<file path="src/rtl/status_flags.sv">
module status_flags #(
  parameter int DATA_W = 64
) (
  input  logic              clk,
  input  logic              rst_n,
  input  logic              op_valid,
  input  logic [1:0]        op_kind,
  input  logic [1:0]        op_size,
  input  logic [DATA_W-1:0] opnd_a,
  input  logic [DATA_W-1:0] opnd_b,
  input  logic [DATA_W-1:0] alu_res,
  input  logic              alu_cout,
  input  logic              ctl_load,
  input  logic [2:0]        ctl_in,
  output logic [8:0]        flags_q
);
  localparam int IW = $clog2(DATA_W);
  localparam logic [1:0] K_ADD = 2'd0, K_SUB = 2'd1, K_LOG = 2'd2;

  int unsigned      width;
  logic [IW-1:0]    top;
  logic [DATA_W-1:0] in_range;
  logic             sa, sb, sr, par, zer, nib, ovf;

  always_comb begin
    width = ((32'd8 << op_size) > DATA_W) ? DATA_W : (32'd8 << op_size);
    top   = IW'(width - 1);
    for (int i = 0; i < DATA_W; i++) in_range[i] = (i < width);
  end

  assign sa  = opnd_a[top];
  assign sb  = opnd_b[top];
  assign sr  = alu_res[top];
  assign par = ~^alu_res[7:0];
  assign zer = ((alu_res & in_range) == '0);
  assign nib = opnd_a[4] ^ opnd_b[4] ^ alu_res[4];
  assign ovf = (op_kind == K_ADD) ? ((sa == sb) && (sr != sa))
                                  : ((sa != sb) && (sr != sa));

  always_ff @(posedge clk or negedge rst_n) begin
    if (!rst_n) begin
      flags_q <= '0;
    end else begin
      if (op_valid) begin
        case (op_kind)
          K_ADD, K_SUB: flags_q[5:0] <= {ovf, sr, zer, nib, par, alu_cout};
          K_LOG:        flags_q[5:0] <= {1'b0, sr, zer, flags_q[2], par, 1'b0};
          default:      flags_q[5:0] <= flags_q[5:0];
        endcase
      end
      if (ctl_load) flags_q[8:6] <= ctl_in;
    end
  end
endmodule


</file>
<file path="config.mk">
export PLATFORM = sky130hd
export DESIGN_NAME = status_flags
export DESIGN_NICKNAME = d
export VERILOG_FILES = /design/src/rtl/status_flags.sv
export SDC_FILE = /design/constraint.sdc
export NUM_CORES = 1
export LEC_CHECK = 0
export BUFFER_PORTS_ARGS = -buffer_cell sky130_fd_sc_hd__buf_2
export CORE_AREA = 2 2 82 84
export DETAILED_ROUTE_END_ITERATION = 12
export DIE_AREA = 0 0 84 86
export PLACE_DENSITY = 0.52
export SLEW_MARGIN = 20
export SYNTH_ARGS = -nofsm -noshare
export SYNTH_HDL_FRONTEND = slang
export SYNTH_SLANG_ARGS = --single-unit
</file>
<file path="constraint.sdc">
create_clock -name clk -period 1.2 [get_ports clk]
set_clock_uncertainty 0.2 [all_clocks]
set_input_delay 0.12 -clock clk [delete_from_list [all_inputs] [get_ports clk]]
set_output_delay 0.12 -clock clk [all_outputs]
set_load 0.005 [all_outputs]
</file>
# Yosys cells after proc, flatten, opt, wreduce, memory -nomap -nowiden
# Index checks and enable logic that the tools add are counted.
dict set report op_classes {
  addsub 1
  magnitude_cmp 66
  n_eq_ne 5
  shifts 1
  mux 9
  bitwise_logic 4
  n_reduce_logical 9
}
# operator count
set op_table {}
lappend op_table {{6-bit by 32-bit less-than comparator with 1-bit output (first input constant)} 32}
lappend op_table {{5-bit by 32-bit less-than comparator with 1-bit output (first input constant)} 16}
lappend op_table {{4-bit by 32-bit less-than comparator with 1-bit output (first input constant)} 8}
lappend op_table {{3-bit by 32-bit less-than comparator with 1-bit output (first input constant)} 4}
lappend op_table {{64-bit bitwise AND} 1}
lappend op_table {{64-bit zero test} 1}
lappend op_table {{1-bit by 32-bit less-than comparator with 1-bit output (first input constant)} 2}
lappend op_table {{2-bit by 32-bit less-than comparator with 1-bit output (first input constant)} 2}
lappend op_table {{32-bit by 7-bit > comparator with 1-bit output (second input constant)} 1}
lappend op_table {{32-bit two-way mux} 1}
lappend op_table {{4-bit by 2-bit left shift with 32-bit output (first input constant)} 1}
lappend op_table {{1-bit binary-select mux with 6-bit select} 3}
lappend op_table {{6-bit one-hot mux with 2 select lines} 1}
lappend op_table {{8-bit XNOR reduction} 1}
lappend op_table {{6-bit by 7-bit less-than comparator with 1-bit output (second input constant)} 1}
lappend op_table {{6-bit by 1-bit subtractor with 6-bit output (second input constant)} 1}
lappend op_table {{1-bit two-way mux} 4}
lappend op_table {{3-bit AND reduction} 1}
lappend op_table {{2-bit by 1-bit == test with 1-bit output (second input constant)} 1}
lappend op_table {{2-bit == test (second input constant)} 1}
lappend op_table {{1-bit logical AND} 2}
lappend op_table {{2-bit zero test} 1}
lappend op_table {{1-bit != test} 2}
lappend op_table {{2-bit AND reduction} 1}
lappend op_table {{other kinds (5)} 6}
dict set report word_totals {
  register_bits 9
  input_bits 204
  output_inout_bits 9
  word_cells 98
}

# Depth between registers and ports, before layout
dict set report depth {
  word_depth 10
  depth_mapped 10
  ltp_nobuf 8
}

# Worst setup path after synthesis
# Ideal clock, no wire load.
dict set report synth_path {
  path_type {input-to-reg}
  from {input op_size[0]}
  to {register flags_q[5]}
  setup_time_ns 0.101
  t_arrival_ns 1.805
  required_ns 0.899
  slack_ns -0.906
  path_stages 10
  n_path_buf 2
  path_cell_list {buf_6 -> buf_8 -> nor2_1 -> inv_1 -> ha_1 -> inv_1 -> mux4_2 -> a2111oi_1 -> nand3_1 -> o311ai_2}
}
dict set report synth_between {
  elab_chain_cells 10
  word_cells_on_any_way 17
  cone_classes {add/sub (1); order compare (1); eq/ne (3); shift (1); mux (9); reduce/logical (2)}
}
# item line
set synth_rtl {}
lappend synth_rtl {{from (decl)} 8} ;# input logic [1:0] op_size,
lappend synth_rtl {{4-bit by 2-bit left shift with 32-bit output *} 26} ;# width = ((32'd8 << op_size) > DATA_W) ? DATA_W : (32'd8 << op_size);
lappend synth_rtl {{32-bit by 7-bit > comparator with 1-bit output} 26}
lappend synth_rtl {{32-bit two-way mux *} 26}
lappend synth_rtl {{6-bit by 1-bit subtractor with 6-bit output *} 27} ;# top = IW'(width - 1);
lappend synth_rtl {{1-bit binary-select mux with 6-bit select (on tied branches)} {31, 32, 33}}
lappend synth_rtl {{1-bit two-way mux (on tied branches)} {31, 32, 33}}
lappend synth_rtl {{1-bit != test (tied with other cells)} 38} ;# : ((sa != sb) && (sr != sa));
lappend synth_rtl {{1-bit logical AND (on tied branches)} {38, 37}}
lappend synth_rtl {{1-bit two-way mux *} 37} ;# assign ovf = (op_kind == K_ADD) ? ((sa == sb) && (sr != sa))
lappend synth_rtl {{6-bit one-hot mux with 2 select lines *} 45} ;# case (op_kind)
lappend synth_rtl {{to (signal assigned)} 46} ;# K_ADD, K_SUB: flags_q[5:0] <= {ovf, sr, zer, nib, par, alu_cout};
lappend synth_rtl {{to (signal assigned)} 47} ;# K_LOG: flags_q[5:0] <= {1'b0, sr, zer, flags_q[2], par, 1'b0};
lappend synth_rtl {{to (signal assigned)} 48} ;# default: flags_q[5:0] <= flags_q[5:0];
lappend synth_rtl {{to (decl)} 15} ;# output logic [8:0] flags_q
# Mark *: on every way between the ends. The rest lies on a longest branch, timed or not. The select of a mux whose other input is x is not followed.
# A chain may end at the register's enable or synchronous reset.

# Final worst setup path
dict set report layout_path {
  from {input op_size[1]}
  to {register flags_q[5]}
}
# Same word-level chain as after synthesis.

==> results.cfg <==
[timing]
rsz0062_at_grt = true
worst_pin_slew_ns = 0.405
final-max-slew-violation-count = 0
fin_tns_setup_ns = -0.758
timing.fmax_ghz = 0.589
setup_ws_ns = -0.497
finalHoldViolations = 3
min_period_over_period_pct = 141
fin_crit_ns = 1.70
setup_viol_count_final = 2
slew_headroom_pct = 72.7
holdWs_ns = -0.0193

[synth]
synth-seq-cells = 9
synth-main-ff-cell = dfrtp_1
muxShareOfSynthArea_pct = 12.6
syn_inst = 108
synth_warnings = 0
synthTopCellsByCount = nor4_1 (14), inv_1 (12), dfrtp_1 (9)
synth_fa_ha_area_share_pct = 6.76
post_synth.cell_area_avg_um2 = 8.57
synth_top_area_cell = dfrtp_1
synth.area.top_cells = dfrtp_1 (24%), nor4_1 (9.5%), ha_1 (6.8%), mux2i_1 (6.5%), inv_1 (4.9%)
synthesis.area_um2 = 926
seq_area_frac_synth_pct = 24.3
synth_async_sr_flop_share_pct = 100
synth_compound_area_share_pct = 14.5
synth_most_common_cell = nor4_1
synth_edf_count = 0
synth_top_family_by_area = simple AND/OR/NAND/NOR gates
yosys.area.top_type_share_pct = 24.3
syn-num-nets = 317
ys_types = 34
synth-xor-area-share_pct = 5.68
synth-simple-area-share_pct = 28.0

[cells_and_area]
top_register = flags_q
area.growth.synth_to_final_pct = 111
n_antenna_cell = 0
final_cells = 310
design_area_um2 = 1950
final_layout_size_suffix_gt1_share_pct = 66.1
top_regs = flags_q: 9 flops
largest_reg_flops = 9
fin_util_pct = 31.1
nNetsFinal = 443

[floorplanning]
core_um2 = 6280
die_h_um = 86
ios = 213
die-area_um2 = 7220
dieWidth_um = 84
start_util_pct = 14.7
row_count = 29

[clock_network]
cts_buffer_depth = 2
clock_latency_ns = 0.23
htreeDepth = 1
root_buffer = clkbuf_8
clock_sinks = 9
ctsHoldBuffers = 6
tritoncts = yes
cts_buffers = 3
clk_pin_slew_worst_paths_ns = 0.04

[drt]
routed_wl_mm = 3.78
wire_per_inst_um = 12.2
first_pass_iters = 3
route.vias.total = 1324
viasPerCell = 4.27
initialDrtViolationCount = 12
drtAntennaViolNets = 0
drc = 0

[power_and_ir_drop]
ir_drop_uv = 320
cellLeakagePower_nw = 0.928
powerDensity_nw_per_um2 = 682
p_total_mw = 1.33

[setup_path]
critPathMaxStageDelay_ns = 0.29
path_max_fanout = 5
cp_cell_sequence = buf_8 -> nor2_4 -> inv_2 -> ha_4 -> mux2i_2 -> mux2i_1 -> nor4_2 -> and2_1 -> o311ai_2
required_ns = 1.12
crit_slowest_cell = ha_4
worstSetupStartpointType = input port
end_kind = flop
cp.buffers_inverters = 2
cp_top_family = multiplexers
crit_arrival_ns = 1.62
worst-setup-path-type = in -> reg

[global_route]
overflow = 0
grt_max_degree = 10
grt_pass1_vias = 1341
grt_pass1_wl_mm = 5.75
grt_usage_pct = 9.75
antenna_found_initial = 0

[placed_design]
postPlaceCellArea_um2 = 1660
gp_congestion = 0.769
hpwl_mm = 3.14
dp_slack_ns = -0.865
portBuffers = 98
dp_cells = 299

[min_path]
hp-class = in -> reg

[outcome]
outcome = finished with violations
violations = hold timing, setup timing

[flow_run]
maxCapViolCount = 0
-- logic make-up after synthesis --
logic type,after synthesis
buffers and inverters,15
xor gates and xnor gates,6
adders and majority gates,5
and+or+nand+nor,45
muxes,10
AOI/OAI and AO/OA,18
DFF,9
-- final timing paths --
check / from / endpoint / slack, ns / depth (start not counted)
worst max-delay path: op_size[1] / flags_q[5] / -0.50 / 9
worst min-delay path: ctl_load / flags_q[6] / -0.02 / 2
worst max register to register: flags_q[8] / flags_q[8] / 0.25 / 1
worst min register to register: flags_q[2] / flags_q[2] / 0.26 / 2
max in group asynchronous: rst_n / flags_q[0] / 0.54 / 2
min in group asynchronous: rst_n / flags_q[6] / 0.08 / 2
-- layer usage --
layer  routed length [um]  share of wire, %  GRT usage (%)
met3                  320               8.5           1.83
met2                 1800                48           17.5
met1                 1640                43           11.9
met4                   23              0.61           2.64
met5                    0                 0              0
-- placed cells by master (no fill, tap or decap), types with 4 or more instances in the layout --
master / instances
nor4_2: 8
xnor2_1: 5
buf_4: 20
inv_1: 9
o21ai_0: 4
nand4_1: 5
nand3_1: 4
dlygate4sd3_1: 6
mux2i_1: 5
nand2_1: 8
buf_2: 94
dfrtp_1: 9
-- timing repair --
item | in CTS | in global routing
pin swaps | 9 | 8
setup buffers | 2 | 0
resized for setup | 18 | 20
endpoints found under the hold margin | 13 | 3
setup endpoints to repair | 3 | 4
-- power breakdown --
part,switching [mW],internal [mW]
combinational,0.269,0.352
sequential,0.0221,0.347
clock,0.111,0.231
total,0.402,0.930
-- layout make-up --
| cell class | count | area, um2 |
|---|---|---|
| sequential | 9 | 225 |
| fill | 673 | 4320 |
| clock buffer | 4 | 45.0 |
| inverter | 12 | 45.0 |
| multi-input combinational | 84 | 813 |
| tap | 77 | 96.3 |
| timing repair buffer | 124 | 729 |
No activity file was read; power rests on OpenSTA's default activity.
